File: config.mk
export PLATFORM = sky130hd
export DESIGN_NAME = wdog_guard
export DESIGN_NICKNAME = d
export VERILOG_FILES = /design/src/rtl/wdog_pkg.sv /design/src/rtl/wdog_ctrl.sv /design/src/rtl/wdog_count.sv /design/src/rtl/wdog_guard.sv
export SDC_FILE = /design/constraint.sdc
export NUM_CORES = 1
export LEC_CHECK = 0
export ABC_AREA = 1
export BUFFER_PORTS_ARGS = -buffer_cell sky130_fd_sc_hd__buf_2
export CAP_MARGIN = 20
export CORE_ASPECT_RATIO = 0.75
export CORE_MARGIN = 2
export CORE_UTILIZATION = 53
export CTS_CLUSTER_DIAMETER = 100
export DETAILED_ROUTE_END_ITERATION = 16
export PLACE_DENSITY = 0.83
export SYNTH_ARGS = -nofsm -noshare
export SYNTH_HDL_FRONTEND = slang
export SYNTH_SLANG_ARGS = --single-unit
File: constraint.sdc
create_clock -name clk -period 2.8 [get_ports clk]
set_clock_uncertainty 0.05 [all_clocks]
set_input_delay 0.84 -clock clk [delete_from_list [all_inputs] [get_ports clk]]
set_output_delay 0.84 -clock clk [all_outputs]
set_load 0.05 [all_outputs]
File: src/rtl/wdog_pkg.sv
package wdog_pkg;
  localparam int SEL_W   = 3;
  localparam int BIT_EN  = SEL_W;
  localparam int BIT_CHG = SEL_W + 1;
  localparam int REG_W   = SEL_W + 2;

  typedef enum logic [1:0] {
    LVL_FREE   = 2'd0,
    LVL_GUARD  = 2'd1,
    LVL_LOCKED = 2'd2
  } lvl_e;

  typedef struct packed {
    logic             run;
    logic             clr;
    logic [SEL_W-1:0] sel;
  } dp_cmd_t;
endpackage

File: src/rtl/wdog_ctrl.sv
module wdog_ctrl
  import wdog_pkg::*;
#(
  parameter int WIN_CYCLES = 4
) (
  input  logic             clk,
  input  logic             rstN,
  input  logic [1:0]       safetyLevel,
  input  logic             wrEn,
  input  logic [REG_W-1:0] wrData,
  input  logic             kick,
  output logic [REG_W-1:0] rdData,
  output logic [1:0]       lvl,
  output dp_cmd_t          dpCmd
);
  localparam int WIN_W = $clog2(WIN_CYCLES + 1);

  lvl_e             lvlQ;
  logic             enQ, enNext;
  logic [SEL_W-1:0] selQ, selNext;
  logic [WIN_W-1:0] winCnt, winNext;
  logic             winOpen, unlockWr, guardedWr;
  logic             isFree, isLocked;
  lvl_e             lvlIn;

  always_comb begin
    lvlIn = (safetyLevel == 2'd0) ? LVL_FREE :
            (safetyLevel == 2'd1) ? LVL_GUARD : LVL_LOCKED;
  end

  assign isFree    = (lvlQ == LVL_FREE);
  assign isLocked  = (lvlQ == LVL_LOCKED);
  assign winOpen   = (winCnt != '0);
  assign unlockWr  = wrEn && wrData[BIT_CHG] && wrData[BIT_EN];
  assign guardedWr = wrEn && !wrData[BIT_CHG] && winOpen;

  always_comb begin
    enNext  = enQ;
    selNext = selQ;
    winNext = winOpen ? winCnt - WIN_W'(1) : '0;
    if (wrEn) begin
      winNext = unlockWr ? WIN_W'(WIN_CYCLES) : '0;
      if (guardedWr) begin
        selNext = wrData[SEL_W-1:0];
        if (!isLocked) enNext = wrData[BIT_EN];
      end else begin
        if (!isLocked && wrData[BIT_EN]) enNext = 1'b1;
        if (isFree) selNext = wrData[SEL_W-1:0];
      end
    end
    if (isLocked) enNext = 1'b1;
  end

  always_ff @(posedge clk) begin
    if (!rstN) begin
      lvlQ   <= lvlIn;
      enQ    <= (lvlIn == LVL_LOCKED);
      selQ   <= '0;
      winCnt <= '0;
    end else begin
      enQ    <= enNext;
      selQ   <= selNext;
      winCnt <= winNext;
    end
  end

  always_comb begin
    dpCmd.run = enQ;
    dpCmd.clr = kick || (rstN && (selNext != selQ));
    dpCmd.sel = selNext;
  end

  assign rdData = {winOpen, enQ, selQ};
  assign lvl    = lvlQ;
endmodule

File: src/rtl/wdog_count.sv
module wdog_count
  import wdog_pkg::*;
#(
  parameter int BASE_EXP = 14
) (
  input  logic    clk,
  input  logic    rstN,
  input  dp_cmd_t dpCmd,
  output logic    rstReq
);
  localparam int CNT_W = BASE_EXP + (1 << SEL_W);

  logic [CNT_W-1:0] cnt, lastCnt;

  always_comb begin
    lastCnt = (CNT_W'(1) << (BASE_EXP + int'(dpCmd.sel))) - CNT_W'(1);
  end

  always_ff @(posedge clk) begin
    if (!rstN || dpCmd.clr || !dpCmd.run) begin
      cnt    <= '0;
      rstReq <= 1'b0;
    end else if (cnt == lastCnt) begin
      cnt    <= '0;
      rstReq <= 1'b1;
    end else begin
      cnt    <= cnt + CNT_W'(1);
      rstReq <= 1'b0;
    end
  end
endmodule

File: src/rtl/wdog_guard.sv
module wdog_guard
  import wdog_pkg::*;
#(
  parameter int BASE_EXP   = 14,
  parameter int WIN_CYCLES = 4
) (
  input  logic             clk,
  input  logic             rstN,
  input  logic [1:0]       safetyLevel,
  input  logic             wrEn,
  input  logic [REG_W-1:0] wrData,
  input  logic             kick,
  output logic [REG_W-1:0] rdData,
  output logic             rstReq
);
  dp_cmd_t    dpCmd;
  logic [1:0] lvl;

  wdog_ctrl #(.WIN_CYCLES(WIN_CYCLES)) u_ctrl (
    .clk(clk), .rstN(rstN), .safetyLevel(safetyLevel), .wrEn(wrEn),
    .wrData(wrData), .kick(kick), .rdData(rdData), .lvl(lvl), .dpCmd(dpCmd)
  );

  wdog_count #(.BASE_EXP(BASE_EXP)) u_count (
    .clk(clk), .rstN(rstN), .dpCmd(dpCmd), .rstReq(rstReq)
  );
endmodule

---- Word level (Yosys, flattened, before mapping) ----
Cells that the tools add are included.
cells by class
  reductions and logical operators ........ 18
  mux-type cells .......................... 14
  equality and inequality tests ........... 7
  shift-type cells ........................ 1
  add/subtract/negate cells ............... 4
operators with widths
  kind                   number
  $shl 1x32->22 const A  1
  $add 22x1->22 const B  1
  $eq 22x22->1           1
  $sub 22x2->22 const B  1
  $mux 3                 6
  $logic_and 1x1->1      6
  $mux 1                 6
  $add 4x3->5 const A    1
  $eq 2x2->1 const B     2
  $logic_not 1->1        4
  $logic_not 2->1        2
  $mux 2                 2
  $ne 4x1->1 const B     1
  $logic_or 1x1->1       3
  $ne 3x1->1 const B     1
  $ne 3x3->1             1
  $reduce_bool 3->1      1
  $sub 3x1->3 const B    1
  $eq 2x1->1 const B     1
  $reduce_and 2->1       1
  $reduce_or 2->1        1
storage, ports and cells
  output and inout bits ................... 6
  register bits ........................... 32
  logic and storage cells ................. 50
  bits of input ports ..................... 11

---- Longest topological paths before layout ----
Gate-level depths: netlist of run 1.
  depth in word-level cells ............... 11
  depth in mapped cells ................... 21
  gate-level depth less buffers ........... 20

---- By module ----
Synthesis of run 1 repeated with hierarchy kept, for this count alone.
second synthesis, totals
  cell total of the unflattened synthesis .. 308
  area, all modules ....................... 2042.0 um^2
by module, submodules not included
  module      cells an instance  area each (um^2)  times used
  wdog_count  230                1483.9            1
  wdog_ctrl   78                 558.0             1

---- Worst setup path after synthesis of run 1 ----
No wires, ideal clock.
  kind .................................... input to register
  start point ............................. input wrEn
  end point ............................... register u_count.cnt[9]
  path buffers ............................ 1
  path slack .............................. 0.022 ns
  cell stages on the path ................. 19
  setup time .............................. 0.117 ns
  arrival time ............................ 2.611 ns
  path through ............................ inv_1 > nor2_4 > nand2_4 > nand2_4 > nand2_4 > nand2_4 > inv_4 > ha_1 > nor2_1 > nand2_1 > nand2_1 > nand2_1 > inv_1 > nand2_1 > nor2_1 > nand2_1 > nand2_2 > buf_8 > nor2_2
RTL lines
  what                  line              text
  start, declared       wdog_guard.sv:10  input logic wrEn,
  end signal, assigned  wdog_count.sv:27  cnt <= cnt + CNT_W'(1);
  end, declared         wdog_count.sv:13  logic [CNT_W-1:0] cnt, lastCnt;

---- Worst setup path after layout of run 1 ----
  start point ............................. input wrEn
  end point ............................... register u_count.cnt[11]
between the ends
  longest elaborated chain between the ends .. 10
  elaborated cells between the ends (all ways) .. 14
  those cells by class .................... add/sub (2); eq/ne (2); shift (1); mux (2); reduce/logical (7)
ends and longest elaborated chain
  what                                                                   line             text
  $logic_and 1x1->1 (2 in a row)                                         wdog_ctrl.sv:35  assign guardedWr = wrEn && !wrData[BIT_CHG] && winOpen;
  $mux 3                                                                 wdog_ctrl.sv:43  if (guardedWr) begin
  $mux 3 (*)                                                             wdog_ctrl.sv:41  if (wrEn) begin
  parallel branches: the longest is 5 deep, another holds $sub 22x2->22  n/a
  $reduce_or 2->1 (no source line) (*)                                   n/a
Mark *: on every way between the ends.
A chain may end at the register's enable or synchronous reset.

==> summary.md, run 1 <==
| Metric | Value |
|---|---|
| DR DRC count | `0` |
| CTS root buf | `clkbuf_8` |
| Max Buffers Root-to-Sink | `2` |
| Final instance area | `about 2500 um2` |
| LEAKAGE | `approximately 1.1 nW` |
| WP data arrival | `2.93 ns` |
| Crit Path Class | `in -> reg` |
| Switching Share | `0.308` |
| Number of diodes | `0` |
| Tot GR Track Use | `0.206` |
| Die height | `about 56 um` |
| Mapped Area | `approximately 1900 um2` |
| Synth Instances | `264` |
| Total gr overflow | `0` |
| Syn-to-layout area delta | `28.7%` |
| Clock share of power | `0.322` |
| Placed Area | `2250 um2` |
| Global-route wire length before repair | `6600 um` |
| Final worst slack | `-0.000367 ns` |
| Clock latency on the worst-skew pair | `between 0.2 and 0.3 ns` |
| Failing checks | `setup timing` |
| Share of layout cells above drive strength 1 | `0.311` |
| Post-Layout Cell Count | `364` |
| Via count | `approximately 1800` |
| Type of origin of the critical path | `primary input` |
| Crit-path leading delay family | `simple AND/OR/NAND/NOR gates` |
| Die span in x | `~74 um` |
| Placeable Area | `3590 um2` |
| Max Cap Viol | `0` |
| Syn_area_per_cell | `around 7.4 um2` |
| Max Freq | `~360 MHz` |
| DP Cell Count | `351` |
| Comb pwr share | `0.295` |
| CTS Hold Bufs | `0` |
| Max-Slew Margin vs Limit | `0.805` |
| Overall power | `1.25 mW` |
| Synth area leaders | `dfxtp_1, nand2_1, nor2_1` |
| Synth top area share | `0.299` |
| Final slew viol count | `0` |
| Max VDD drop | `0.000327 V` |
| Crit-path max FO | `5` |
| WP depth | `19` |
| # setup viols final | `1` |
| Final Net Count | `roughly 330` |
| Register-to-Register Path Depth | `21` |
| Clock sink total | `32` |
| Internal Power | `between 800 and 900 uW` |
| Routed Antenna Nets | `0` |
| Register area share after synthesis | `0.345` |
| Top-Level Pins | `17` |
| Vias/cell | `around 5.0` |
| Place WS | `-0.280 ns` |
| Flops & latches, synth | `32` |
| P_sw | `a little under 400 uW` |
| Row cnt | `19` |
| Status | `finished with violations` |
| Capturing element type of the critical path | `register` |
| Avg WL per Cell | `around 12 um` |
| Number of library cell types mapped by synthesis | `28` |
| Hold Path Depth | `1` |
| Detailed-route wire length | `4480 um` |
| Worst path max stage delay | `between 0.2 and 0.25 ns` |
| Reg clk slew, reported paths | `0.07 ns` |
| CTS Buf Count | `5` |
| Iter 0 DRT Violations | `87` |
| Synth warn | `0` |
| Fill cell count | `278` |
| Detailed placement HPWL | `about 3000 um` |
| CP Cell Sequence | `buf_8 > nand3b_1 > nand2_4 > nand2_4 > nand2_4 > buf_4 > ha_4 > nor2_1 > buf_4 > nand2_1 > nand2_1 > nand2_1 > inv_1 > nand2_1 > nor2_1 > nand2_2 > nand2_4 > clkbuf_16 > nor2_2` |
| GPL Wtd Cong | `approximately 0.85` |
| RSZ-0062 raised after global routing | `yes` |
| Hold Crit Class | `reg -> reg` |
| Fin crit period | `roughly 2.8 ns` |
| Initial core utilization | `0.542` |
| Hold Vio Cnt, Final | `0` |
| Largest net degree at the start of global routing | `12` |
| Port-buffer cells | `16` |
| Fin crit share | `1.00` |
| Tightest Pin Transition | `~0.29 ns` |
| Largest area contributor in the netlist | `dfxtp_1` |
| Vias in the first global route | `~1600` |
| Router iterations before antenna repair | `4` |
| Syn Nets | `about 280` |
| Worst EP required | `2.93 ns` |
| CP max stage cell | `nand3b_1` |
| Initial antenna violation count | `0` |
| Area of the die | `between 4000 and 5000 um2` |
| TritonCTS clock tree | `built` |
| Worst Path Buf+Inv | `5` |
| Worst hold margin | `about 0.37 ns` |
| H-tree depth | `2` |
| Sequential share of power | `0.383` |
| Power Density | `approximately 500 nW/um2` |
-- stage by stage --
step             TNS, ns  utilization
6_report       -0.000367        0.697
5_1_grt            -3.66        0.697
4_1_cts                0        0.655
3_5_place_dp       -6.10        0.627
3_3_place_gp       -5.06        0.627
2_1_floorplan          0            -
-- power by group through the flow --
stage               logic (mW)  registers [mW]  clock network (mW)
floorplan                0.179           0.502                   0
global placement         0.298           0.489                   0
detailed placement       0.304           0.490                   0
CTS                      0.308           0.480               0.407
global route             0.403           0.481               0.429
finish                   0.370           0.480               0.404
-- metal layers --
metal	wire length, um	GRT usage	vias to the layer above	share of wire
li1	-	-	908	-
met1	2100	0.273	843	0.47
met2	2120	0.321	50	0.47
met3	205	0.0377	4	0.046
met4	57	0.0987	0	0.013
met5	0	0	-	0
-- synth_stat cells --
| library cell | n |
|---|---|
| nor3_2 | 2 |
| o22ai_1 | 2 |
| xor2_1 | 12 |
| nor2_1 | 42 |
| xnor2_1 | 12 |
| nor2_2 | 12 |
| buf_6 | 1 |
| clkbuf_1 | 1 |
| inv_1 | 36 |
| a21oi_1 | 2 |
| dfxtp_1 | 29 |
| nor2_4 | 1 |
| nand3_1 | 17 |
| nand2_2 | 4 |
| nand3_2 | 2 |
| inv_4 | 1 |
| nor3_1 | 3 |
| o21ai_0 | 2 |
| nand4_1 | 8 |
| nand2_4 | 8 |
| edfxtp_1 | 3 |
| buf_8 | 1 |
| ha_1 | 6 |
| inv_2 | 3 |
| nand3b_1 | 3 |
| nand2_1 | 48 |
| buf_4 | 2 |
| and3_1 | 1 |
-- state kept, by name, indices dropped and copies added, names as in the netlist --
signal and count:
u_count.cnt 22, u_count.rstReq 1, u_ctrl.selQ 3, u_ctrl.enQ 1
u_ctrl.winCnt 3, u_ctrl.lvl 2
-- worst register-to-register path: cells and delay by family (launching register included) --
| kind | cells | cell delay, ns |
|---|---|---|
| and+or+nand+nor | 14 | 1.22 |
| buffers and inverters | 5 | 0.48 |
| adders and majority gates | 2 | 0.45 |
| DFF | 1 | 0.33 |
-- worst paths after layout --
| check | endpoint | start | slack, ns |
|---|---|---|---|
| worst max register to register | u_count.cnt[11] | u_ctrl.winCnt[0] | 0.17 |
| worst max-delay path | u_count.cnt[11] | wrEn | -0.0004 |
| worst min register to register | u_ctrl.winCnt[0] | u_ctrl.winCnt[0] | 0.37 |
| worst min-delay path | u_ctrl.winCnt[0] | u_ctrl.winCnt[0] | 0.37 |
-- cell type report --
cell class                 instances  area [um2]  area share
clock buffer                       7        97.6      0.0390
clock inverter                     1        5.00     0.00200
sequential                        32         671       0.268
timing repair buffer              45         368       0.147
multi-input combinational        187        1140       0.455
tap                               52        65.1      0.0260
inverter                          40         158      0.0630
-- logic make-up (layout without fill, tap and decap cells) --
kind of cell | count (synthesis) | in the layout | share of synthesized area
adders and majority gates | 6 | 6 | 0.0386
xor gates and xnor gates | 24 | 24 | 0.108
DFF | 32 | 32 | 0.345
AOI/OAI and AO/OA | 6 | 6 | 0.0167
buffers and inverters | 45 | 93 | 0.102
and+or+nand+nor | 151 | 151 | 0.390
-- placed cells by master, fill, tap and decap left out, types with 5 or more instances in the layout --
cell type,n
nand4_1,8
dfxtp_1,29
buf_4,25
nand3_1,15
nand2_4,9
clkbuf_8,5
xor2_1,12
nor2_1,39
nand2_1,47
xnor2_1,12
nor2_2,14
inv_1,34
buf_2,15
-- timing repair --
item	4_1_cts	5_1_grt
gates resized for setup	0	19
setup buffers	0	4
setup endpoints to repair	0	23
Note: power is estimated with default switching activity, not from simulation.
==> run 2, diff against run 1 <==
--- a/config.mk
+++ b/config.mk
@@ -10,10 +10,11 @@
 export CAP_MARGIN = 20
 export CORE_ASPECT_RATIO = 0.75
 export CORE_MARGIN = 2
-export CORE_UTILIZATION = 53
+export CORE_UTILIZATION = 45
 export CTS_CLUSTER_DIAMETER = 100
 export DETAILED_ROUTE_END_ITERATION = 16
-export PLACE_DENSITY = 0.83
+export PLACE_DENSITY = 0.73
 export SYNTH_ARGS = -nofsm -noshare
 export SYNTH_HDL_FRONTEND = slang
+export SYNTH_HIERARCHICAL = 1
 export SYNTH_SLANG_ARGS = --single-unit
==> run 2 against run 1 <==
  * The run now ends clean
  * Core utilization is 14 points lower
  * Die area is 22% higher
  * Largest cell class unchanged
  * Highest routed layer unchanged
  * Total power is 2.9% lower
  * Register-to-register slack better by 0.08 ns
  * Critical path type unchanged
  * Clock power is 9.4% higher
  * Sequential power hardly changed
  * Non-clock buffer count is 12 lower
==> summary.md, run 2 <==
| Metric | Value |
|---|---|
| Status | `finished clean` |
| Max Buffers Root-to-Sink | `2 (unchanged)` |
| Synth top area share | `0.284 (-0.0143)` |
| Async set-reset flop share out of synthesis | `0 (unchanged)` |
| Number of library cell types mapped by synthesis | `24 (-14%)` |
| Router iterations before antenna repair | `4 (unchanged)` |
| Max-Slew Margin vs Limit | `0.812 (+0.00671)` |
| Multi-input logic area | `1180 um2 (+3.5%)` |
| Vias in the first global route | `1776 (+12%)` |
| Capturing element type of the critical path | `register` |
| LEAKAGE | `1.05 nW (-7.4%)` |
| Main synth FF type | `dfxtp_1` |
| RR Endpoint | `u_count/cnt[21]` |
| Synth warn | `6 (+6)` |
| Avg WL per Cell | `10.9 um (-12%)` |
| Max Freq | `380 MHz (+6.3%)` |
| Clock latency on the worst-skew pair | `0.29 ns (about the same)` |
| Final instance area | `2460 um2 (-1.8%)` |
| Syn Nets | `326 (+16%)` |
| Fin crit share | `0.941 (-0.0593)` |
| Hold Crit Class | `reg -> reg` |
| Type of origin of the critical path | `primary input` |
| Number of diodes | `0 (unchanged)` |
| WP data arrival | `2.76 ns (-0.17 ns)` |
| Syn_area_per_cell | `6.63 um2 (-10%)` |
| Largest area contributor in the netlist | `dfxtp_1` |
| CTS resizes | `0 (unchanged)` |
| Register-to-Register Path Depth | `21 (unchanged)` |
| Worst EP required | `2.93 ns (about the same)` |
| Crit-path max FO | `6 (+1)` |
| # setup viols final | `0 (-1)` |
| Synth area leaders | `dfxtp_1, nand2_1, nor2_1` |
| Initial core utilization | `0.463 (-0.0791)` |
| Mapped Area | `2040 um2 (+5.0%)` |
| Clock sink total | `32 (unchanged)` |
| Via count | `1818 (+0.72%)` |
| Hold path start | `u_ctrl/winCnt[0]` |
| Fin crit period | `2.63 ns (-0.166 ns)` |
| Biggest regs | `u_count/cnt: 22 flops, u_ctrl/selQ: 3 flops, u_ctrl/winCnt: 3 flops` |
| Placeable Area | `4410 um2 (+23%)` |
| Die span in x | `81.8 um (+11%)` |
| Worst reg2reg setup slack | `0.25 ns (+0.08 ns)` |
| Worst Hold End | `u_ctrl/winCnt[0]` |
| Final slew viol count | `0 (unchanged)` |
| H-tree depth | `2 (unchanged)` |
| Hold Vio Cnt, Final | `0 (unchanged)` |
| Number of synthesized flops with an enable pin | `3 (unchanged)` |
| Max Cap Viol | `0 (unchanged)` |
| Initial antenna violation count | `0 (unchanged)` |
| Max FFs per register | `22 (unchanged)` |
| Reg clk slew, reported paths | `0.06 ns (about the same)` |
| Power Density | `495 nW/um2 (-1.1%)` |
| Area of the die | `5100 um2 (+22%)` |
| Largest net degree at the start of global routing | `23 (+11)` |
| Die height | `62.3 um (+10%)` |
| Fill cell count | `414 (+49%)` |
| CTS Hold Bufs | `0 (unchanged)` |
| Routed Antenna Nets | `0 (unchanged)` |
| Reg-to-reg critical path startpoint | `u_ctrl/winCnt[0]` |
| Count leader, synth | `nand2_1` |
| Global-route wire length before repair | `7510 um (+14%)` |
| Placed Area | `2270 um2 (+1.1%)` |
| Detailed placement HPWL | `3150 um (+4.2%)` |
| Row cnt | `21 (+2)` |
| CTS Buf Count | `5 (unchanged)` |
| Tot GR Track Use | `0.186 (-0.0200)` |
| Post-CTS setup buffers | `0 (unchanged)` |
| Syn-to-layout area delta | `20.3%` |
| Overall power | `1.22 mW (-2.9%)` |
| Vias/cell | `4.57 (-7.9%)` |
| Commonest cells post-synth | `nand2_1, nor2_1, inv_1` |
| Register area share after synthesis | `0.328 (-0.0165)` |
| DR DRC count | `0 (unchanged)` |
| Reg with most FFs | `u_count/cnt` |
| Port-buffer cells | `16 (unchanged)` |
| Share of layout cells above drive strength 1 | `0.205 (-0.106)` |
| Detailed-route wire length | `4330 um (-3.3%)` |
| Top-Level Pins | `17 (unchanged)` |
| TritonCTS clock tree | `built` |
| FF+latch area | `671 um2 (unchanged)` |
| Crit Path Class | `in -> reg` |
| Total gr overflow | `0 (unchanged)` |
| Synth Instances | `308 (+17%)` |
| Commonest non-fill, non-tap cell in the layout | `nand2_1` |
| Commonest non-fill, non-tap cells in the layout | `nand2_1, nor2_1, inv_1` |
| Tightest Pin Transition | `0.280 ns (-0.00998 ns)` |
| GPL Wtd Cong | `0.887 (+4.7%)` |
| Final core utilization | `0.557 (-0.140)` |
| Max VDD drop | `0.000264 V (-19%)` |
| CTS root buf | `clkbuf_8` |
| Hold Path Depth | `1 (unchanged)` |
| Iter 0 DRT Violations | `177 (+100%)` |
| Flops & latches, synth | `32 (unchanged)` |
| Final Net Count | `358 (+9.1%)` |
==> run 2: through the flow <==
stage	setup WS (ns)	TNS, ns	std cells	hold WS (ns)
floorplan	0.00805	0	308	0.342
global placement	-0.163	-3.48	388	0.351
detailed placement	-0.202	-4.29	388	0.360
CTS	0.0947	0	396	0.369
global route	-0.0422	-0.619	398	0.378
finish	0.166	0	398	0.365
==> run 2: worst max-delay path by stage <==
stage,startpoint,to,slack (ns),cells past startpoint
final,wrEn,u_count/cnt[21],0.17,21
after global routing,wrEn,u_count/cnt[9],-0.04,21
after CTS,wrEn,u_count/cnt[3],0.09,20
after detailed placement,wrEn,u_count/cnt[3],-0.20,20
after global placement,wrEn,u_count/cnt[2],-0.16,20
after floorplan,wrEn,u_count/cnt[11],0.008,20
==> run 2: cell families (layout without fill, tap and decap cells) <==
logic type                 after synthesis  count (layout)  synth area share
AOI/OAI and AO/OA                        7               7            0.0172
buffers and inverters                   58              91             0.124
xor gates and xnor gates                20              20            0.0858
adders and majority gates                7               7            0.0429
DFF                                     32              32             0.328
and+or+nand+nor                        184             184             0.402
==> run 2: metal layers <==
| metal | GRT usage | vias to the layer above | part of all wire |
|---|---|---|---|
| li1 | - | 1000 | - |
| met1 | 0.270 | 790 | 0.53 |
| met2 | 0.272 | 24 | 0.42 |
| met3 | 0.0436 | 4 | 0.040 |
| met4 | 0.0563 | 0 | 0.011 |
| met5 | 0 | - | 0 |
==> run 2: final cells by class <==
cell class                 instances  share of cell area
clock inverter                     2              0.0143
inverter                          50              0.0764
timing repair buffer              33              0.0983
sequential                        32               0.273
tap                               57              0.0290
clock buffer                       6              0.0295
multi-input combinational        218               0.480
==> run 2: critical path: stages <==
cell       delay (ns)
buf_2            0.11
inv_2            0.05
nor2_4           0.07
nand2_2          0.07
nand2_4          0.09
nand2_1          0.07
o21ai_2          0.07
inv_2            0.07
inv_2            0.11
ha_4             0.23
nor2_2           0.12
nand2_1          0.09
nand2_1          0.07
nand2_1          0.05
nand2_1          0.08
nand2_1          0.06
nor2_1           0.10
nand2_1          0.10
nand2_4          0.12
clkbuf_16        0.16
nor2_1           0.04
==> run 2: where the power goes <==
group	switching (mW)	internal (mW)	leakage (nW)
Clock	0.178	0.264	0.0552
Sequential	0.00826	0.473	0.263
Combinational	0.171	0.122	0.727
Total	0.358	0.859	1.05
